<file path="config.mk">
export PLATFORM = sky130hd
export DESIGN_NAME = uart_rx_fifo
export DESIGN_NICKNAME = d
export VERILOG_FILES = /design/src/rtl/srx_pkg.sv /design/src/rtl/srx_sync.sv /design/src/rtl/srx_framer.sv /design/src/rtl/srx_fifo.sv /design/src/rtl/uart_rx_fifo.sv
export SDC_FILE = /design/constraint.sdc
export NUM_CORES = 1
export LEC_CHECK = 0
export ABC_AREA = 0
export BUFFER_PORTS_ARGS = -buffer_cell sky130_fd_sc_hd__buf_2
export CAP_MARGIN = 20
export CORE_ASPECT_RATIO = 0.8
export CORE_MARGIN = 3
export CORE_UTILIZATION = 30
export CTS_BUF_LIST = sky130_fd_sc_hd__clkbuf_4 sky130_fd_sc_hd__clkbuf_8
export DETAILED_ROUTE_END_ITERATION = 10
export GPL_TIMING_DRIVEN = 0
export PLACE_DENSITY = 0.45
export SETUP_SLACK_MARGIN = 0.3
export SLEW_MARGIN = 20
export SYNTH_ARGS = -nofsm -noshare
export SYNTH_HDL_FRONTEND = slang
export SYNTH_SLANG_ARGS = --single-unit
export TNS_END_PERCENT = 20
</file>
<file path="constraint.sdc">
create_clock -name clk -period 2.1 [get_ports clk]
set_input_delay 0.105 -clock clk [delete_from_list [all_inputs] [get_ports clk]]
set_output_delay 0.105 -clock clk [all_outputs]
set_load 0.01 [all_outputs]
</file>
<file path="src/rtl/srx_pkg.sv">
package srx_pkg;
  localparam int DATA_W = 8;

  typedef struct packed {
    logic              brk;
    logic              ferr;
    logic              perr;
    logic [DATA_W-1:0] data;
  } rx_entry_t;

  typedef enum logic [2:0] {
    ST_IDLE, ST_START, ST_DATA, ST_PAR, ST_STOP, ST_BRK
  } rx_state_t;
endpackage

</file>
<file path="src/rtl/srx_sync.sv">
module srx_sync #(
  parameter int   STAGES  = 2,
  parameter logic RST_VAL = 1'b1
) (
  input  logic clk,
  input  logic rst_n,
  input  logic d_in,
  output logic d_out
);
  logic [STAGES-1:0] chain_q;

  always_ff @(posedge clk or negedge rst_n) begin
    if (!rst_n) chain_q <= {STAGES{RST_VAL}};
    else        chain_q <= {chain_q[STAGES-2:0], d_in};
  end

  assign d_out = chain_q[STAGES-1];
endmodule

</file>
<file path="src/rtl/srx_framer.sv">
module srx_framer
  import srx_pkg::*;
#(
  parameter int OVS = 16
) (
  input  logic      clk,
  input  logic      rst_n,
  input  logic      tick,
  input  logic      rx_s,
  input  logic [1:0] wlen,
  input  logic      par_en,
  input  logic      par_odd,
  input  logic      stop2,
  output logic      push,
  output rx_entry_t entry
);
  localparam int CW = $clog2(OVS);
  localparam int BW = $clog2(DATA_W);
  localparam logic [CW-1:0] HALF = CW'(OVS/2 - 1);
  localparam logic [CW-1:0] FULL = CW'(OVS - 1);

  rx_state_t          st_q, st_d;
  logic [CW-1:0]      cnt_q, cnt_d;
  logic [BW-1:0]      bidx_q, bidx_d;
  logic [DATA_W-1:0]  sh_q, sh_d;
  logic               perr_q, perr_d, ferr_q, ferr_d, zero_q, zero_d;
  logic               sidx_q, sidx_d, prev_q;

  int                 nbits;
  logic [DATA_W-1:0]  aligned;
  logic               exp_par, mid, ferr_fin, zero_fin;

  always_comb begin
    nbits    = DATA_W - 3 + int'(wlen);
    aligned  = sh_q >> (DATA_W - nbits);
    exp_par  = par_odd ? ~^aligned : ^aligned;
    mid      = tick && (cnt_q == ((st_q == ST_START) ? HALF : FULL));
    ferr_fin = ferr_q | ~rx_s;
    zero_fin = zero_q & ~rx_s;
    entry.brk  = zero_fin;
    entry.ferr = ferr_fin;
    entry.perr = perr_q & ~zero_fin;
    entry.data = zero_fin ? '0 : aligned;
  end

  always_comb begin
    st_d = st_q; cnt_d = cnt_q; bidx_d = bidx_q; sh_d = sh_q;
    perr_d = perr_q; ferr_d = ferr_q; zero_d = zero_q; sidx_d = sidx_q;
    push = 1'b0;
    if (tick && st_q inside {ST_START, ST_DATA, ST_PAR, ST_STOP})
      cnt_d = cnt_q + 1'b1;
    unique case (st_q)
      ST_IDLE: if (prev_q && !rx_s) begin
        st_d = ST_START; cnt_d = '0; bidx_d = '0; sidx_d = 1'b0;
        perr_d = 1'b0; ferr_d = 1'b0; zero_d = 1'b1;
      end
      ST_START: if (mid) begin
        cnt_d = '0;
        st_d  = rx_s ? ST_IDLE : ST_DATA;
      end
      ST_DATA: if (mid) begin
        cnt_d  = '0;
        sh_d   = {rx_s, sh_q[DATA_W-1:1]};
        zero_d = zero_fin;
        if (bidx_q == BW'(nbits - 1)) begin
          bidx_d = '0;
          st_d   = par_en ? ST_PAR : ST_STOP;
        end else begin
          bidx_d = bidx_q + 1'b1;
        end
      end
      ST_PAR: if (mid) begin
        cnt_d  = '0;
        perr_d = (rx_s != exp_par);
        zero_d = zero_fin;
        st_d   = ST_STOP;
      end
      ST_STOP: if (mid) begin
        cnt_d  = '0;
        ferr_d = ferr_fin;
        zero_d = zero_fin;
        if (stop2 && !sidx_q) begin
          sidx_d = 1'b1;
        end else begin
          push = 1'b1;
          st_d = zero_fin ? ST_BRK : ST_IDLE;
        end
      end
      ST_BRK: if (rx_s) st_d = ST_IDLE;
      default: st_d = ST_IDLE;
    endcase
  end

  always_ff @(posedge clk or negedge rst_n) begin
    if (!rst_n) begin
      st_q <= ST_IDLE; cnt_q <= '0; bidx_q <= '0; sh_q <= '0;
      perr_q <= 1'b0; ferr_q <= 1'b0; zero_q <= 1'b0; sidx_q <= 1'b0;
      prev_q <= 1'b1;
    end else begin
      st_q <= st_d; cnt_q <= cnt_d; bidx_q <= bidx_d; sh_q <= sh_d;
      perr_q <= perr_d; ferr_q <= ferr_d; zero_q <= zero_d; sidx_q <= sidx_d;
      prev_q <= rx_s;
    end
  end
endmodule

</file>
<file path="src/rtl/srx_fifo.sv">
module srx_fifo
  import srx_pkg::*;
#(
  parameter  int DEPTH = 16,
  localparam int PW    = $clog2(DEPTH),
  localparam int CNT_W = $clog2(DEPTH + 1)
) (
  input  logic             clk,
  input  logic             rst_n,
  input  logic             push,
  input  rx_entry_t        wentry,
  input  logic             pop,
  input  logic             clr,
  input  logic [1:0]       trig_sel,
  output rx_entry_t        head,
  output logic             empty,
  output logic [CNT_W-1:0] fill,
  output logic             trig,
  output logic             ovr
);
  rx_entry_t        mem [DEPTH];
  logic [PW-1:0]    wr_q, wr_d, rd_q, rd_d;
  logic [CNT_W-1:0] cnt_q, cnt_d, level;
  logic             ovr_d, full, do_push, do_pop;

  function automatic logic [PW-1:0] nxt(input logic [PW-1:0] p);
    return (p == PW'(DEPTH - 1)) ? '0 : p + 1'b1;
  endfunction

  always_comb begin
    unique case (trig_sel)
      2'd0:    level = CNT_W'(1);
      2'd1:    level = CNT_W'(DEPTH / 4);
      2'd2:    level = CNT_W'(DEPTH / 2);
      default: level = CNT_W'(DEPTH - 2);
    endcase
    full    = (cnt_q == CNT_W'(DEPTH));
    empty   = (cnt_q == '0);
    do_push = push && !full && !clr;
    do_pop  = pop && !empty && !clr;
    wr_d    = clr ? '0 : (do_push ? nxt(wr_q) : wr_q);
    rd_d    = clr ? '0 : (do_pop ? nxt(rd_q) : rd_q);
    cnt_d   = clr ? '0 : cnt_q + CNT_W'(do_push) - CNT_W'(do_pop);
    ovr_d   = clr ? 1'b0 : (ovr | (push && full));
  end

  always_ff @(posedge clk or negedge rst_n) begin
    if (!rst_n) begin
      wr_q <= '0; rd_q <= '0; cnt_q <= '0; ovr <= 1'b0;
    end else begin
      wr_q <= wr_d; rd_q <= rd_d; cnt_q <= cnt_d; ovr <= ovr_d;
    end
  end

  always_ff @(posedge clk) begin
    if (do_push) mem[wr_q] <= wentry;
  end

  assign head = mem[rd_q];
  assign fill = cnt_q;
  assign trig = (cnt_q >= level);
endmodule

</file>
<file path="src/rtl/uart_rx_fifo.sv">
module uart_rx_fifo
  import srx_pkg::*;
#(
  parameter  int OVS   = 16,
  parameter  int DEPTH = 16,
  localparam int CNT_W = $clog2(DEPTH + 1)
) (
  input  logic             clk,
  input  logic             rst_n,
  input  logic             tick16,
  input  logic             rxd,
  input  logic [1:0]       cfg_wlen,
  input  logic             cfg_par_en,
  input  logic             cfg_par_odd,
  input  logic             cfg_stop2,
  input  logic [1:0]       trig_sel,
  input  logic             fifo_clr,
  input  logic             pop,
  output logic [7:0]       head_data,
  output logic             head_perr,
  output logic             head_ferr,
  output logic             head_brk,
  output logic             fifo_empty,
  output logic [CNT_W-1:0] fill_level,
  output logic             rx_trig,
  output logic             overrun
);
  logic      rst_q1, rst_core_n, rx_s, push;
  rx_entry_t wentry, head;

  always_ff @(posedge clk or negedge rst_n) begin
    if (!rst_n) begin
      rst_q1     <= 1'b0;
      rst_core_n <= 1'b0;
    end else begin
      rst_q1     <= 1'b1;
      rst_core_n <= rst_q1;
    end
  end

  srx_sync #(.STAGES(2), .RST_VAL(1'b1)) u_sync (
    .clk(clk), .rst_n(rst_core_n), .d_in(rxd), .d_out(rx_s)
  );

  srx_framer #(.OVS(OVS)) u_framer (
    .clk(clk), .rst_n(rst_core_n), .tick(tick16), .rx_s(rx_s),
    .wlen(cfg_wlen), .par_en(cfg_par_en), .par_odd(cfg_par_odd),
    .stop2(cfg_stop2), .push(push), .entry(wentry)
  );

  srx_fifo #(.DEPTH(DEPTH)) u_fifo (
    .clk(clk), .rst_n(rst_core_n), .push(push), .wentry(wentry),
    .pop(pop), .clr(fifo_clr), .trig_sel(trig_sel), .head(head),
    .empty(fifo_empty), .fill(fill_level), .trig(rx_trig), .ovr(overrun)
  );

  assign head_data = head.data;
  assign head_perr = head.perr;
  assign head_ferr = head.ferr;
  assign head_brk  = head.brk;
endmodule

</file>
==> impl_metrics.env <==
export IMPL_io_pins=32
export IMPL_syn_num_nets=563
export IMPL_first_global_vias=5482
export IMPL_ys_warnings_count=0
export IMPL_syn_to_final_growth_pct=30.64
export IMPL_maxCapViolations=0
export IMPL_final_common_cell="edfxtp_1"
export IMPL_grt_util_met3_pct=3.048
export IMPL_placementRows=57
export IMPL_rsz0062_at_grt="true"
export IMPL_clkTransAtPathRegs_ns=0.06
export IMPL_grt_use_met2_pct=22.36
export IMPL_cts_num_sinks=217
export IMPL_slew_limit_headroom_pct=35.40
export IMPL_final_setup_viol_count=128
export IMPL_cp_start_kind="register"
export IMPL_finalMaxSlewViolations=0
export IMPL_crit_path_max_fanout=2
export IMPL_worstPathArrival_ns=2.97
export IMPL_skew_ns=0.03199
export IMPL_final_cell_mix="176 x edfxtp_1, 59 x mux4_2, 47 x clkbuf_8, 34 x dfrtp_1, 29 x buf_4"
export IMPL_setup_ws_ns=-0.4777
export IMPL_postRouteAntennaNets=0
export IMPL_wl_per_cell_um=20.96
export IMPL_fin_nets=695
export IMPL_max_freq_ghz=0.3879
export IMPL_drtIter0Drc=367
export IMPL_synth_xor_xnor_area_share_pct=1.935
export IMPL_min_period_ns=2.578
export IMPL_irDropWorstVdd_v=0.0005019
export IMPL_powerDensity_nw_per_um2=944.5
export IMPL_top_usage_layer="met2"
export IMPL_hold_viol=0
export IMPL_cts_max_path_buffers=3
export IMPL_synth_compound_gate_area_share_pct=2.244
export IMPL_grt_usage_pct=14.26
export IMPL_synth_fa_ha_area_share_pct=2.500
export IMPL_critPathCaptureType="register"
export IMPL_syn_avg_cell_area_um2=17.50
export IMPL_required_ns=2.49
export IMPL_synth_seq_cells=217
export IMPL_seq_area_frac_synth_pct=67.83
export IMPL_timing_final_crit_share_pct=122.7
export IMPL_vias=5290
export IMPL_synth_edff_count=176
export IMPL_diodes=0
export IMPL_cts_root_buffer="clkbuf_8"
export IMPL_gp_routability_congestion=0.8095
export IMPL_dr_pass1_iters=4
export IMPL_async_flop_share_pct=18.89
export IMPL_gr_total_overflow=0
export IMPL_tightest_slew_ns=0.9690
export IMPL_die_h_um=163.6
export IMPL_routed_wirelength_um=23200
export IMPL_antenna_found_initial=0
export IMPL_synth_top_family_by_area="multiplexers"
export IMPL_yosysTopAreaCellShare_pct=56.77
export IMPL_initial_core_util_pct=30.57
export IMPL_coreArea_um2=30450
export IMPL_synth_area_um2=9310
export IMPL_ys_types=49
export IMPL_synth_top_area_cell="edfxtp_1"
export IMPL_cts_htree_levels=2
export IMPL_cts_tree="built"
export IMPL_grt_max_degree=29
export IMPL_die_w_um=203.0
export IMPL_drive_above_1_share_pct=44.09
export IMPL_leakage_nw=4.148
export IMPL_hp_class="in -> reg"
export IMPL_violations="setup timing"
export IMPL_met1_usage_pct=20.25
export IMPL_synth_mux_area_share_pct=17.08
export IMPL_clock_latency_ns=0.54
export IMPL_syn_instance_count=532
export IMPL_rrSetupSlack_ns=-0.48
export IMPL_io_buffers=30
export IMPL_place_area_um2=10240
export IMPL_numCtsBuffers=38
export IMPL_fin_area_um2=12160
export IMPL_drc=0
export IMPL_place_hpwl_um=14330
export IMPL_dieArea_um2=33200
export IMPL_yosys_area_share_simple_pct=6.384
export IMPL_yosys_most_used_dff="edfxtp_1"
export IMPL_utilization_pct=39.94
export IMPL_vias_per_cell=4.779
export IMPL_status="complete, but fails checks"
export IMPL_crit_type="reg -> reg"
export IMPL_grt_pass1_wl_um=35000
export IMPL_yosys_top_cells_area="edfxtp_1 57%, mux4_2 14%, dfrtp_1 10%"
final timing paths:
kind,startpoint,endpoint,cells after the start
max reg2reg,u_fifo.fill[2],u_fifo.fill[4],14
min reg2reg,rst_core_n,u_fifo.wr_q[0],0
max,u_fifo.fill[2],u_fifo.fill[4],14
min,cfg_stop2,u_framer.sidx_q,4
min in group asynchronous,rst_core_n,u_fifo.wr_q[0],0
max in group asynchronous,rst_core_n,u_framer.prev_q,1
Yosys cell counts (4+ instances only):
cell type / instances
nand2b_1: 8
nor2b_1: 6
nor3_1: 7
a21oi_1: 12
nor2_1: 38
clkbuf_1: 14
and2_1: 6
inv_1: 19
buf_2: 7
nand3_1: 10
o21ai_0: 9
dfrtp_1: 38
edfxtp_1: 176
xor2_1: 4
mux4_2: 57
xnor2_1: 14
mux2_2: 11
ha_1: 17
mux2i_1: 13
nand2_1: 23
state kept, by name, summed over array words and instances (netlist names):
name	cells
u_fifo.mem	176
u_fifo.wr_q	4
u_fifo.fill	5
rst_q1	1
u_framer.ferr_q	1
u_framer.sidx_q	1
u_sync.chain_q	2
u_framer.bidx_q	3
u_framer.prev_q	1
u_fifo.ovr	1
u_fifo.rd_q	4
u_framer.st_q	3
u_framer.zero_q	1
u_framer.perr_q	1
u_framer.sh_q	8
rst_core_n	1
u_framer.cnt_q	4
cell type report:
type | count | area [um^2]
flip-flops and latches | 217 | 6320
repair buffers | 92 | 983.4
fillers | 2803 | 18290
inverters | 19 | 83.83
well taps | 413 | 516.7
clock inverters | 18 | 83.83
clock buffers | 52 | 653.1
plain buffers | 25 | 247.7
multi-input cells | 271 | 3274
critical path: stages (launching register included):
cell	delay, ns
dfrtp_1	0.40
inv_2	0.09
ha_4	0.13
nor4b_4	0.26
nor2b_4	0.07
nor2b_4	0.14
ha_4	0.26
inv_2	0.04
ha_4	0.16
fa_2	0.37
a21oi_2	0.16
nor2_1	0.06
nor2_1	0.12
xnor2_1	0.13
nor2_1	0.05
where the power goes:
part | internal (mW) | switching [mW] | leakage [nW] | total [mW]
clock | 2.03 | 1.71 | 0.389 | 3.74
sequential | 4.75 | 0.152 | 2.12 | 4.90
combinational | 1.50 | 1.34 | 1.64 | 2.85
total | 8.28 | 3.21 | 4.15 | 11.5
routing by layer:
metal  up-vias  share of wire, %  wire, um
met5         -                 0         0
met4         0               1.4       331
met3        28               4.5      1048
met2       120                46     10750
met1      2789                48     11080
li1       2353                 -         -
cell families after synthesis:
group / Yosys count
xor gates and xnor gates: 19
other: 1
muxes: 83
AOI/OAI and AO/OA: 34
DFF: 217
adders and majority gates: 18
and+or+nand+nor: 116
buffers and inverters: 44
stage by stage:
stage	worst slack (ns)	std cells	TNS, ns	power, mW	hold WS (ns)
6_report	-0.4777	1107	-23.11	11.49	0.1031
5_1_grt	-0.6712	1107	-43.00	12.09	0.09700
4_1_cts	-0.5175	1094	-19.91	11.50	0.06802
3_5_place_dp	-0.9716	984	-163.54	7.099	-0.1067
3_3_place_gp	-1.972	975	-250.94	7.068	-0.1084
2_1_floorplan	-0.5218	532	-54.46	6.474	-0.1906
timing repair:
action	CTS	global route
hold buffers	5	0
setup endpoints to repair	378	297
gates cloned	3	0
setup buffers	32	13
pin swaps	29	33
hold endpoints to repair	8	0
gates resized for setup	130	25
Power figures use the tool's default switching activity.
